<file path="src/rtl/dwpk_pkg.sv">
package dwpk_pkg;
    localparam logic [1:0] VW_IDLE = 2'b00;
    localparam logic [1:0] VW_LOW  = 2'b01;
    localparam logic [1:0] VW_BOTH = 2'b11;
endpackage

</file>
<file path="src/rtl/dwpk_pair_stage.sv">
// Holds the lower word of a pair and proposes a beat when a pair completes
// or a flush pushes out a lone word.
module dwpk_pair_stage #(
    parameter int WORD_W = 32,
    localparam int BEAT_W = 2 * WORD_W
) (
    input  logic              clk,
    input  logic              rst,
    input  logic              take,
    input  logic              flush_go,
    input  logic [WORD_W-1:0] word,
    output logic              beat_go,
    output logic [BEAT_W-1:0] beat_data,
    output logic [1:0]        beat_vw
);
    import dwpk_pkg::*;

    typedef struct packed {
        logic              have;
        logic [WORD_W-1:0] low;
    } pair_t;

    pair_t p_d, p_q;

    always_comb begin
        p_d       = p_q;
        beat_go   = 1'b0;
        beat_data = '0;
        beat_vw   = VW_IDLE;
        if (take && p_q.have) begin
            beat_go   = 1'b1;
            beat_data = {word, p_q.low};
            beat_vw   = VW_BOTH;
            p_d.have  = 1'b0;
        end else if (take && flush_go) begin
            beat_go   = 1'b1;
            beat_data = {{WORD_W{1'b0}}, word};
            beat_vw   = VW_LOW;
        end else if (take) begin
            p_d.have  = 1'b1;
            p_d.low   = word;
        end else if (p_q.have && flush_go) begin
            beat_go   = 1'b1;
            beat_data = {{WORD_W{1'b0}}, p_q.low};
            beat_vw   = VW_LOW;
            p_d.have  = 1'b0;
        end
    end

    always_ff @(posedge clk) begin
        if (rst) begin
            p_q <= '0;
        end else begin
            p_q <= p_d;
        end
    end
endmodule

</file>
<file path="src/rtl/dwpk_beat_slot.sv">
// One-beat output register; loads only when it is free or draining.
module dwpk_beat_slot #(
    parameter int WORD_W = 32,
    localparam int BEAT_W = 2 * WORD_W
) (
    input  logic              clk,
    input  logic              rst,
    input  logic              open,
    input  logic              beat_go,
    input  logic [BEAT_W-1:0] beat_data,
    input  logic [1:0]        beat_vw,
    output logic              slot_valid,
    output logic [BEAT_W-1:0] slot_data,
    output logic [1:0]        slot_vw
);
    import dwpk_pkg::*;

    typedef struct packed {
        logic              valid;
        logic [BEAT_W-1:0] data;
        logic [1:0]        vw;
    } slot_t;

    slot_t s_d, s_q;

    always_comb begin
        s_d = s_q;
        if (open) begin
            s_d.valid = beat_go;
            s_d.data  = beat_go ? beat_data : '0;
            s_d.vw    = beat_go ? beat_vw : VW_IDLE;
        end
    end

    always_ff @(posedge clk) begin
        if (rst) begin
            s_q <= '0;
        end else begin
            s_q <= s_d;
        end
    end

    assign slot_valid = s_q.valid;
    assign slot_data  = s_q.data;
    assign slot_vw    = s_q.vw;
endmodule

</file>
<file path="src/rtl/dwpk_chan_drive.sv">
// Gates the slot onto the channel against the receiver's ready level.
module dwpk_chan_drive #(
    parameter int WORD_W = 32,
    localparam int BEAT_W = 2 * WORD_W
) (
    input  logic              slot_valid,
    input  logic [BEAT_W-1:0] slot_data,
    input  logic [1:0]        slot_vw,
    input  logic              ch_ready,
    output logic              open,
    output logic              ch_write,
    output logic [BEAT_W-1:0] ch_data,
    output logic [1:0]        ch_vw
);
    import dwpk_pkg::*;

    always_comb begin
        open     = !slot_valid || ch_ready;
        ch_write = slot_valid && ch_ready;
        ch_data  = ch_write ? slot_data : '0;
        ch_vw    = ch_write ? slot_vw : VW_IDLE;
    end
endmodule

</file>
<file path="src/rtl/dword_tx_packer.sv">
module dword_tx_packer #(
    parameter int WORD_W = 32,
    localparam int BEAT_W = 2 * WORD_W
) (
    input  logic              clk,
    input  logic              rst,
    input  logic              in_valid,
    input  logic [WORD_W-1:0] in_word,
    output logic              in_ready,
    input  logic              flush,
    input  logic              ch_ready,
    output logic              ch_write,
    output logic [BEAT_W-1:0] ch_data,
    output logic [1:0]        ch_vw
);
    logic              open;
    logic              take;
    logic              flush_go;
    logic              beat_go;
    logic [BEAT_W-1:0] beat_data;
    logic [1:0]        beat_vw;
    logic              slot_valid;
    logic [BEAT_W-1:0] slot_data;
    logic [1:0]        slot_vw;

    assign in_ready = open;
    assign take     = in_valid && open;
    assign flush_go = flush && open;

    dwpk_pair_stage #(.WORD_W(WORD_W)) i_pair (
        .clk       (clk),
        .rst       (rst),
        .take      (take),
        .flush_go  (flush_go),
        .word      (in_word),
        .beat_go   (beat_go),
        .beat_data (beat_data),
        .beat_vw   (beat_vw)
    );

    dwpk_beat_slot #(.WORD_W(WORD_W)) i_slot (
        .clk        (clk),
        .rst        (rst),
        .open       (open),
        .beat_go    (beat_go),
        .beat_data  (beat_data),
        .beat_vw    (beat_vw),
        .slot_valid (slot_valid),
        .slot_data  (slot_data),
        .slot_vw    (slot_vw)
    );

    dwpk_chan_drive #(.WORD_W(WORD_W)) i_drive (
        .slot_valid (slot_valid),
        .slot_data  (slot_data),
        .slot_vw    (slot_vw),
        .ch_ready   (ch_ready),
        .open       (open),
        .ch_write   (ch_write),
        .ch_data    (ch_data),
        .ch_vw      (ch_vw)
    );
endmodule

</file>
<file path="config.mk">
export PLATFORM = sky130hd
export DESIGN_NAME = dword_tx_packer
export DESIGN_NICKNAME = d
export VERILOG_FILES = /design/src/rtl/dwpk_pkg.sv /design/src/rtl/dwpk_pair_stage.sv /design/src/rtl/dwpk_beat_slot.sv /design/src/rtl/dwpk_chan_drive.sv /design/src/rtl/dword_tx_packer.sv
export SDC_FILE = /design/constraint.sdc
export NUM_CORES = 1
export LEC_CHECK = 0
export BUFFER_PORTS_ARGS = -buffer_cell sky130_fd_sc_hd__buf_2
export CAP_MARGIN = 10
export CORE_ASPECT_RATIO = 1.5
export CORE_MARGIN = 2
export CORE_UTILIZATION = 49
export DETAILED_ROUTE_END_ITERATION = 8
export GPL_ROUTABILITY_DRIVEN = 0
export GPL_TIMING_DRIVEN = 1
export PLACE_DENSITY = 0.76
export SLEW_MARGIN = 20
export SYNTH_ARGS = -nofsm -noshare
export SYNTH_HDL_FRONTEND = slang
export SYNTH_SLANG_ARGS = --single-unit
</file>
<file path="constraint.sdc">
create_clock -name clk -period 1.2 [get_ports clk]
set_input_delay 0.06 -clock clk [delete_from_list [all_inputs] [get_ports clk]]
set_output_delay 0.06 -clock clk [all_outputs]
set_load 0.01 [all_outputs]
</file>
Word level (Yosys, flattened, before mapping)
Cells that the tools add are included.
- logic and storage cells: 37
- bits of input ports: 37
- latch bits: 0
- ROM bits: 0
- memories: 0
- memory bits (writable): 0
- output and inout bits: 68
- register bits: 100
- magnitude comparators: 0
- multipliers: 0
- $add $sub $neg: 0
- reductions and logical operators: 12
- mux-type cells: 18
- bitwise gates (word level): 2
- shifts and indexed selects: 0
- equal/unequal tests: 0
- div/mod/pow operators: 0
- operators by type and width (kind ; count):
    $mux W64 ; 5
    $mux W32 ; 1
    $mux W2 ; 5
    $mux W1 ; 7
    $logic_and A1 B1 Y1 ; 6
    $reduce_and A3 Y1 ; 1
    $not A1 Y1 ; 2
    $reduce_and A2 Y1 ; 1
    $reduce_bool A2 Y1 ; 1
    $reduce_or A2 Y1 ; 1
    $logic_not A1 Y1 ; 1
    $logic_or A1 B1 Y1 ; 1

Longest topological paths before layout
Gate-level depths: netlist (run 1).
- depth in word-level cells: 9
- mapped depth: 7
- mapped depth without buffers: 4

By module
Synthesis (run 1) repeated with hierarchy kept, for this count alone.
- cells, all modules: 606
- area total of the unflattened synthesis: 5260.0 um^2
- by module, submodules not included (module ; cells each ; times used ; area an instance (um^2) ; seq. area each (um^2)):
    dwpk_beat_slot ; 295 ; 1 ; 2615.0 ; 1341.3
    dwpk_pair_stage ; 227 ; 1 ; 2109.5 ; 660.6
    dwpk_chan_drive ; 82 ; 1 ; 523.0 ; 0.0
    dword_tx_packer ; 2 ; 1 ; 12.5 ; 0.0

Worst setup path before layout (run 1)
OpenSTA, ideal clock, no wires.
- path type: register to register
- from: reg i_pair.p_q[32] (netlist name)
- to: reg i_pair.p_q[0] (netlist name)
- path slack: -155 ps
- path buffers: 4
- cell stages (with the launch flop): 8
- data arrival time: 1283 ps
- data required time: 1128 ps
- period minus slack after synthesis: 1355 ps
- library setup time: 72 ps
- cells stage by stage: dfxtp_1 -> buf_2 -> nor2b_1 -> buf_2 -> nor3b_2 -> buf_4 -> buf_6 -> mux2i_1
- word-level cells in the longest chain between the ends: 3
- ends and longest elaborated chain (element ; RTL line ; text):
    start: declaration ; dwpk_pair_stage.sv:23 ; pair_t p_d, p_q;
    start signal: assignment ; dwpk_pair_stage.sv:54 ; p_q <= p_d;
    $logic_and A1 B1 Y1 ; dwpk_pair_stage.sv:30 ; if (take && p_q.have) begin
    $not A1 Y1 (no line) ; - ;
    $reduce_and A3 Y1 (no line) ; - ;
Every way passes these cells.
A chain may end at the register's enable or synchronous reset.

==> results of run 1 <==
## through the flow
step / util / worst slack (ns)
after floorplan: - / -0.139
after global placement: 0.582 / -0.0897
after detailed placement: 0.582 / -0.165
after CTS: 0.715 / -0.214
after global routing: 0.781 / -0.354
final: 0.781 / -0.300
## power by group through the flow
stage	registers, µW	logic, µW	clock network, µW
2_1_floorplan	3510	489	0
3_3_place_gp	3520	776	0
3_5_place_dp	3530	795	0
4_1_cts	3460	1080	2950
5_1_grt	3480	1380	3110
6_report	3470	1330	2990
## worst max-delay path: cells and delay by family (launching register included)
family                 cells  cell delay (ns)
DFF                        1             0.32
buffers and inverters      3             0.48
muxes                      1             0.22
and+or+nand+nor            2             0.40
## area by class of cell
type | instances | area, µm²
clock buffer | 13 | 260
clock inverter | 2 | 35.0
fill | 516 | 2110
inverter | 1 | 11.3
multi-input combinational | 435 | 3220
sequential | 99 | 1990
tap | 115 | 144
timing repair buffer | 196 | 1870
## sequential cells by signal (all words and copies together), names as in the netlist
signal            cells
i_pair.p_q           33
i_slot.slot_vw        2
i_slot.slot_data     64
## routing by layer
layer,up-vias,share of wire,track usage
li1,2375,-,-
met1,2601,0.35,0.357
met2,409,0.50,0.530
met3,120,0.084,0.0455
met4,0,0.063,0.176
met5,-,0,0
## synthesized netlist by cell type
library cell | number | share of area
o21a_1 | 1 | 0.0016
o21ai_0 | 1 | 0.0010
clkbuf_1 | 44 | 0.034
mux2i_1 | 32 | 0.067
nor3b_2 | 1 | 0.0026
or4_1 | 32 | 0.050
nand3b_1 | 1 | 0.0016
nor2b_1 | 2 | 0.0026
nand4_1 | 32 | 0.042
a21oi_1 | 35 | 0.036
nand2b_1 | 64 | 0.083
nand2_1 | 98 | 0.076
dfxtp_1 | 99 | 0.41
buf_1 | 3 | 0.0023
inv_2 | 1 | 0.00078
buf_2 | 15 | 0.016
nor2b_4 | 1 | 0.0029
and3_1 | 65 | 0.084
buf_6 | 4 | 0.0094
nand3_1 | 64 | 0.067
nor3b_1 | 1 | 0.0016
buf_4 | 1 | 0.0016
nor2_1 | 2 | 0.0016
and2_1 | 3 | 0.0039
## cell families after synthesis
kind of cell,count (synthesis)
simple gates,366
compound gates,37
flops,99
buf+inv,68
mux,32
## path summary, 6_finish.rpt
check                                            end  slack (ns)  depth (start not counted)                  from
worst min-delay path            i_slot.slot_data[58]      -0.002                          3           in_word[26]
worst max-delay path                   i_pair.p_q[0]       -0.30                          6     i_slot.slot_vw[0]
worst max register to register         i_pair.p_q[0]       -0.30                          6     i_slot.slot_vw[0]
worst min register to register  i_slot.slot_data[41]        0.45                          2  i_slot.slot_data[41]
## timing repair
| action | in CTS | in global routing |
|---|---|---|
| endpoints found under the setup margin | 167 | 167 |
| hold buffers | 26 | 0 |
| cloned | 8 | 7 |
| endpoints found under the hold margin | 34 | 0 |
| setup buffers | 16 | 6 |
| resized for setup | 100 | 121 |
| pin swaps | 49 | 93 |
==> results.toml, run 1 <==
[timing]
skew_ns = 0.00805
fmax_mhz = 667
rsz0062_at_grt = "true"
post-route-min-period_ns = 1.50
drv_slew = 0
setup_viol = 166
period_share = 1.25
hold_slack_ns = -0.00159
finalWorstSetupSlack_ns = -0.300
worst_slew_pin_slew_ns = 0.342
hold_violations = 2
fin_setup_tns_ns = -29.88
relSlewSlack = 0.772

[critical_path]
crit_path_max_fanout = 6
startpoint_type = "flop"
crit_type = "flop to flop"
max_stage_delay_ns = 0.32
required_ns = 1.48
slowest_stage = "dfxtp_2"
cp.arrival_ns = 1.78
cp_cell_sequence = "nor2b_4 > buf_6 > nor3b_4 > buf_4 > clkbuf_16 > mux2i_1"
crit_path_end_kind = "flop"

[place]
placed_area_um2 = 5610
hpwl_um = 8560
portBuffers = 104
dp_cells = 790

[global_route]
grtUsageTotal = 0.307
grt_start_max_net_pins = 50
antenna_found_initial = 0
grt_pass1_vias = 5246
grt.overflow.total = 0
grt_pass1_wl_um = 26100

[clocking]
numCtsBuffers = 9
clk-insertion-delay-late_ns = 0.36
cts_root_buf = "clkbuf_16"
cts_tree = "yes"
cts.path.max_buffers = 2
cts.sinks = 99
htree_levels = 3
clk_transition_reported_paths_ns = 0.07

[power]
cell_internal_pwr_uw = 5730
swShare = 0.265
vdd_drop_max_uv = 1050
p_seq_frac = 0.446
leakage_uw = 0.00345
power_uw = 7790
p_comb_frac = 0.171
switchingPower_uw = 2060
power_density_nw_per_um2 = 1040
clockPowerShare = 0.383

[finish]
instances_no_fill = 861
design_area_um2 = 7520
diodes = 0
syn_to_final_growth_pct = 56.3
layout_commonest_cell = "buf_2"
final_nets = 779
mostFrequentLayoutCells = "102 x buf_2, 97 x dfxtp_1, 82 x nand2_1"
drive_gt1_frac = 0.414

[synthesis]
avgSynthCellArea_um2 = 8.00
synth_fa_ha_area_frac = 0
netlist_area_um2 = 4810
synthCells = 602
syn_nets = 639
synth.area.mux_share = 0.0665
yosysWarnings = 0
synthSimpleGateAreaFrac = 0.419
synth_xor_area_frac = 0
yosysUniqueCellTypes = 24
synth_top_family_by_area = "simple AND/OR/NAND/NOR gates"
synth-compound-area-share = 0.0390
ys_seq_area_frac = 0.412
ys_ff_latch = 99

[route]
num_vias = 5505
drt_iter0_markers = 670
drt_wl_total_um = 19400
first_pass_iters = 5
viasPerCell = 6.39
drc = 0
wl_per_cell_um = 22.5
drtAntennaViolNets = 0

[floorplan]
fp.dieH_um = 125
start_util = 0.500
rows = 44
coreArea_um2 = 9630
die_w_um = 84.9
io_pins = 105
die_area_um2 = 10600

[hold_path]
hp-class = "input port to flop"

[run]
maxCapViolations = 0

[outcome]
status = "finished with violations"
violations = "negative hold slack, negative setup slack"
Power figures use the tool's default switching activity.
==> run 2: changes to the inputs <==
--- a/config.mk
+++ b/config.mk
@@ -9,11 +9,11 @@
 export CAP_MARGIN = 10
 export CORE_ASPECT_RATIO = 1.5
 export CORE_MARGIN = 2
-export CORE_UTILIZATION = 49
+export CORE_UTILIZATION = 50
 export DETAILED_ROUTE_END_ITERATION = 8
 export GPL_ROUTABILITY_DRIVEN = 0
 export GPL_TIMING_DRIVEN = 1
-export PLACE_DENSITY = 0.76
+export PLACE_DENSITY = 0.74
 export SLEW_MARGIN = 20
 export SYNTH_ARGS = -nofsm -noshare
 export SYNTH_HDL_FRONTEND = slang
==> constraint.sdc (replaced) <==
create_clock -name clk -period 1.9 [get_ports clk]
set_input_delay 0.095 -clock clk [delete_from_list [all_inputs] [get_ports clk]]
set_output_delay 0.095 -clock clk [all_outputs]
set_load 0.01 [all_outputs]
==> run 2 against run 1 <==
Largest cell class unchanged; critical endpoint is now i_pair.p_q[21]; register-to-register slack gained 0.39 ns; core utilization shrank 17 points; critical path depth is the same; the run now ends clean.
==> results.toml, run 2 (synthesis results as in run 1) <==
[route]
num_vias = 4558
drtAntennaViolNets = 0
wl_per_cell_um = 16.1
drt_wl_total_um = 12700
first_pass_iters = 4
viasPerCell = 5.78
drt_iter0_markers = 353
drc = 0

[critical_path]
max_stage_delay_ns = 0.39
startpoint_type = "flop"
crit_path_max_fanout = 41
ff2ff_path_depth = 6
crit_path_end_kind = "flop"
crit_path_frequent_cell = "buf_4"
path_buf_inv = 3
cp.arrival_ns = 2.07
r2r_slack_ns = 0.09
crit_type = "flop to flop"
rr_startpoint = "i_slot.slot_vw[0]"
slowest_stage = "buf_4"
r2r-end = "i_pair.p_q[21]"
crit_family = "buffers and inverters"
required_ns = 2.15
cp_cell_sequence = "buf_4 > nor2b_4 > buf_12 > nor3b_4 > buf_4 > mux2i_1"

[floorplan]
coreArea_um2 = 9310
fp.dieH_um = 124
die_w_um = 84.1
rows = 43
io_pins = 105
die_area_um2 = 10400
start_util = 0.517

[clocking]
clk-insertion-delay-late_ns = 0.34
cts.path.max_buffers = 2
numCtsBuffers = 9
clk_transition_reported_paths_ns = 0.07
cts.sinks = 99
htree_levels = 3
ctsHoldBuffers = 0
cts_tree = "yes"
cts_root_buf = "clkbuf_16"
cts_setup_buffers = 0
cts_resized = 0

[outcome]
status = "finished clean"

[finish]
mostFrequentLayoutCells = "103 x buf_2, 98 x nand2_1, 98 x dfxtp_1"
largest_reg_flops = 64
syn_to_final_growth_pct = 18.8
multi_input_area_um2 = 2550
seqCellArea_um2 = 1980
final_nets = 708
nFillCells = 857
drive_gt1_frac = 0.216
design_area_um2 = 5720
layout_commonest_cell = "buf_2"

[hold_path]
hold_end = "i_slot.slot_data[41]"
min_path_cells = 3
hp-class = "input port to flop"
min-delay-start = "in_word[9]"

[timing]
setup_viol = 0
fmax_mhz = 551
worst_slew_pin_slew_ns = 0.737
post-route-min-period_ns = 1.81
skew_ns = 0.00421
hold_violations = 0
drv_slew = 0
fin_setup_tns_ns = 0
relSlewSlack = 0.508
period_share = 0.955
rsz0062_at_grt = "false"

[global_route]
antenna_found_initial = 1
grt.overflow.total = 0
grt_start_max_net_pins = 106
grt_pass1_wl_um = 20700
grtUsageTotal = 0.245
grt_pass1_vias = 4232

[power]
power_density_nw_per_um2 = 784
leakage_uw = 0.00259
vdd_drop_max_uv = 655
power_uw = 4480

[place]
placed_area_um2 = 5410
hpwl_um = 8200
portBuffers = 104

[run]
maxCapViolations = 0
## run 2: cell count changes in the layout (fill, tap and decap cells not counted), sizes merged
cell	before	now
buf	164	125
clkbuf	19	13
diode	0	1
dlygate4sd3	26	0
## run 2: worst max-delay path by stage
stage / from / endpoint / slack, ns / cells past startpoint
3_3_place_gp: rst / i_slot.slot_data[17] / 0.19 / 5
5_1_grt: i_slot.slot_vw[0] / i_pair.p_q[21] / 0.006 / 6
4_1_cts: i_slot.slot_vw[0] / i_pair.p_q[21] / 0.08 / 6
6_report: i_slot.slot_vw[0] / i_pair.p_q[21] / 0.09 / 6
3_5_place_dp: i_slot.slot_vw[0] / i_pair.p_q[28] / 0.15 / 6
2_1_floorplan: i_pair.p_q[32] / i_pair.p_q[0] / 0.55 / 7
## run 2: final cells by class
cell class	instances	area share
clock buffer	13	0.0455
tap	112	0.0245
inverter	1	0.000657
antenna	1	0.000438
clock inverter	2	0.00613
timing repair buffer	125	0.130
multi-input combinational	435	0.446
sequential	99	0.347
## run 2: power by group
part / internal [µW] / switching [µW] / leakage, µW
logic: 172 / 291 / 0.00164
registers: 2150 / 37.3 / 0.000805
clock network: 1080 / 749 / 0.000146
## run 2: worst reg2reg max path, stage by stage, from the launching register on
cell and delay [ns]:
dfxtp_2 0.33, buf_4 0.18, nor2b_4 0.15, buf_12 0.18
nor3b_4 0.21, buf_4 0.39, mux2i_1 0.29
## run 2: routing by layer
layer	track usage	wire length [µm]
met5	0	0
met1	0.302	5370
met4	0.0756	168
met3	0.0451	589
met2	0.435	6590
## run 2: per-stage QoR
stage                     cells  hold slack, ns  setup WS (ns)   util
after global routing        788          0.0351        0.00626  0.614
after CTS                   787          0.0247         0.0754  0.613
after global placement      772           0.379          0.191  0.582
after floorplan             602           0.247          0.545      -
final                       788          0.0356         0.0853  0.614
after detailed placement    772           0.382          0.155  0.582
==> run 3: changes to the inputs <==
--- a/config.mk
+++ b/config.mk
@@ -14,7 +14,9 @@
 export GPL_ROUTABILITY_DRIVEN = 0
 export GPL_TIMING_DRIVEN = 1
 export PLACE_DENSITY = 0.74
+export REMOVE_ABC_BUFFERS = 1
 export SLEW_MARGIN = 20
 export SYNTH_ARGS = -nofsm -noshare
 export SYNTH_HDL_FRONTEND = slang
+export SYNTH_HIERARCHICAL = 1
 export SYNTH_SLANG_ARGS = --single-unit
==> run 3 against run 2 <==
Design area is 4.7% higher; critical path depth is 3 lower; worst hold slack worse by 0.0053 ns; via count is 2.9% lower; count of clock-buffer cells in the layout is 2 higher; cell count is 3.8% higher; combinational power is 21% higher; area after synthesis is 9.3% higher; sequential power hardly changed.
==> results.toml, run 3 <==
[synthesis]
ys_seq_area_frac = 0.381
netlist_area_um2 = 5260
synth.most_common_cell = "nand2b_1"
async_reset_ff_frac = 0
synthTopCellsByArea = "dfxtp_1 38%, nand2b_1 16%, and3_1 12%"
synth_edf_count = 0
synthCells = 606
ys_top_cells_by_count = "131 x nand2b_1, 100 x dfxtp_1, 98 x and3_1, 66 x a21oi_1, 66 x nand3_1"
synthFlopType = "dfxtp_1"
synth_top_cell_by_area = "dfxtp_1"
yosysTopAreaCellShare = 0.381
yosysWarnings = 6
yosysUniqueCellTypes = 21
avgSynthCellArea_um2 = 8.68
ys_ff_latch = 100

[critical_path]
cp-endpoint = "ch_data[42]"
cp.arrival_ns = 1.57
required_ns = 1.80
max_stage_delay_ns = 0.45
crit_path_end_kind = "output port"
startpoint_type = "flop"
crit_start = "i_slot/slot_valid"
crit_path_max_fanout = 68
crit_type = "flop to output port"
rr_startpoint = "i_slot/slot_valid"
ff2ff_path_depth = 7
r2r-end = "i_slot/slot_data[2]"
r2r_slack_ns = 0.33
slowest_stage = "buf_4"
cp_cell_sequence = "buf_4 > and3_1 > buf_2"

[place]
portBuffers = 104
hpwl_um = 7890
dp_cells = 802

[floorplan]
die_area_um2 = 11400
die_w_um = 87.7
rows = 45
fp.dieH_um = 130
start_util = 0.516
io_pins = 105
coreArea_um2 = 10200

[clocking]
numCtsBuffers = 9
ctsHoldBuffers = 0
clk_transition_reported_paths_ns = 0.06
htree_levels = 3
cts.sinks = 100
cts_tree = "yes"
cts_root_buf = "clkbuf_16"
cts_setup_buffers = 0
cts.path.max_buffers = 2
cts_resized = 0
clk-insertion-delay-late_ns = 0.34

[global_route]
grt_start_max_net_pins = 77
antenna_found_initial = 0
grt.overflow.total = 0
grt_pass1_wl_um = 19700
grtUsageTotal = 0.218
grt_pass1_vias = 4061

[timing]
hold_violations = 0
relSlewSlack = 0.587
worst_slew_pin_slew_ns = 0.620
fmax_mhz = 599
rsz0062_at_grt = "false"
drv_slew = 0
setup_viol = 0
post-route-min-period_ns = 1.67
skew_ns = 0.00211
period_share = 0.878

[route]
drtAntennaViolNets = 0
wl_per_cell_um = 15.2
drc = 0
viasPerCell = 5.41
first_pass_iters = 4
dr_wl_met2_um = 6550
top_layer_used = "met4"
routedLengthMet1_um = 5350
drt_wl_total_um = 12400
num_vias = 4426
route.met3.wl_um = 342
drt_iter0_markers = 283

[finish]
mostFrequentLayoutCells = "130 x nand2b_1, 103 x buf_2, 99 x dfxtp_1"
instances_no_fill = 818
final_core_util = 0.587
seqCellArea_um2 = 2000
largest_reg_flops = 64
final_nets = 709
nFillCells = 901
layout_commonest_cell = "nand2b_1"
diodes = 0
multi_input_area_um2 = 2800
syn_to_final_growth_pct = 13.7
drive_gt1_frac = 0.208

[power]
power_density_nw_per_um2 = 751
vdd_drop_max_uv = 481
leakage_uw = 0.00274
power_uw = 4490

[hold_path]
hp-class = "input port to flop"

[run]
maxCapViolations = 0

[outcome]
status = "finished clean"
-- run 3: routing by layer --
metal | GRT usage | up-vias
li1 | - | 2227
met1 | 0.270 | 2112
met2 | 0.373 | 77
met3 | 0.0433 | 10
met4 | 0.0724 | 0
met5 | 0 | -
-- run 3: final cells by class --
class	instances	share of cell area
multi-input combinational	437	0.468
sequential	100	0.335
timing repair buffer	124	0.121
clock buffer	15	0.0464
tap	141	0.0295
clock inverter	1	0.000836
-- run 3: per-stage QoR --
step           instance area (µm²)  hold slack, ns  setup TNS (ns)  setup slack (ns)
5_1_grt                       5980          0.0278               0             0.112
4_1_cts                       5980          0.0260               0             0.195
3_5_place_dp                  5700           0.389               0             0.356
2_1_floorplan                 4780           0.164         -375.50             -3.80
3_3_place_gp                  5700           0.378               0             0.409
6_report                      5980          0.0304               0             0.231
-- run 3: kinds of logic after synthesis --
family,Yosys count,share of synthesized area
flip-flops,100,0.381
buffers and inverters,69,0.0904
AO/OA/AOI/OAI,100,0.119
multiplexers,33,0.0628
XOR/XNOR,1,0.00167
AND/OR/NAND/NOR,303,0.346
-- run 3: power by group --
part | total (µW) | internal, µW | leakage, µW | switching, µW
clock network | 1750 | 996 | 0.000140 | 751
registers | 2190 | 2160 | 0.000811 | 31.6
logic | 560 | 231 | 0.00179 | 328
-- run 3: worst min-delay path by stage --
stage,cells past startpoint,from,endpoint
after floorplan,1,rst,i_slot/slot_data[0]
after global placement,3,in_word[23],i_pair/p_q[23]
after detailed placement,3,in_word[0],i_pair/p_q[0]
after CTS,3,in_word[0],i_pair/p_q[0]
after global routing,3,in_word[22],i_pair/p_q[22]
final,3,in_word[22],i_pair/p_q[22]
-- run 3: critical path: cells and delay by family (launching register included) --
family	cells	cell delay (ns)
buf+inv	2	0.59
flops	1	0.35
simple gates	1	0.28
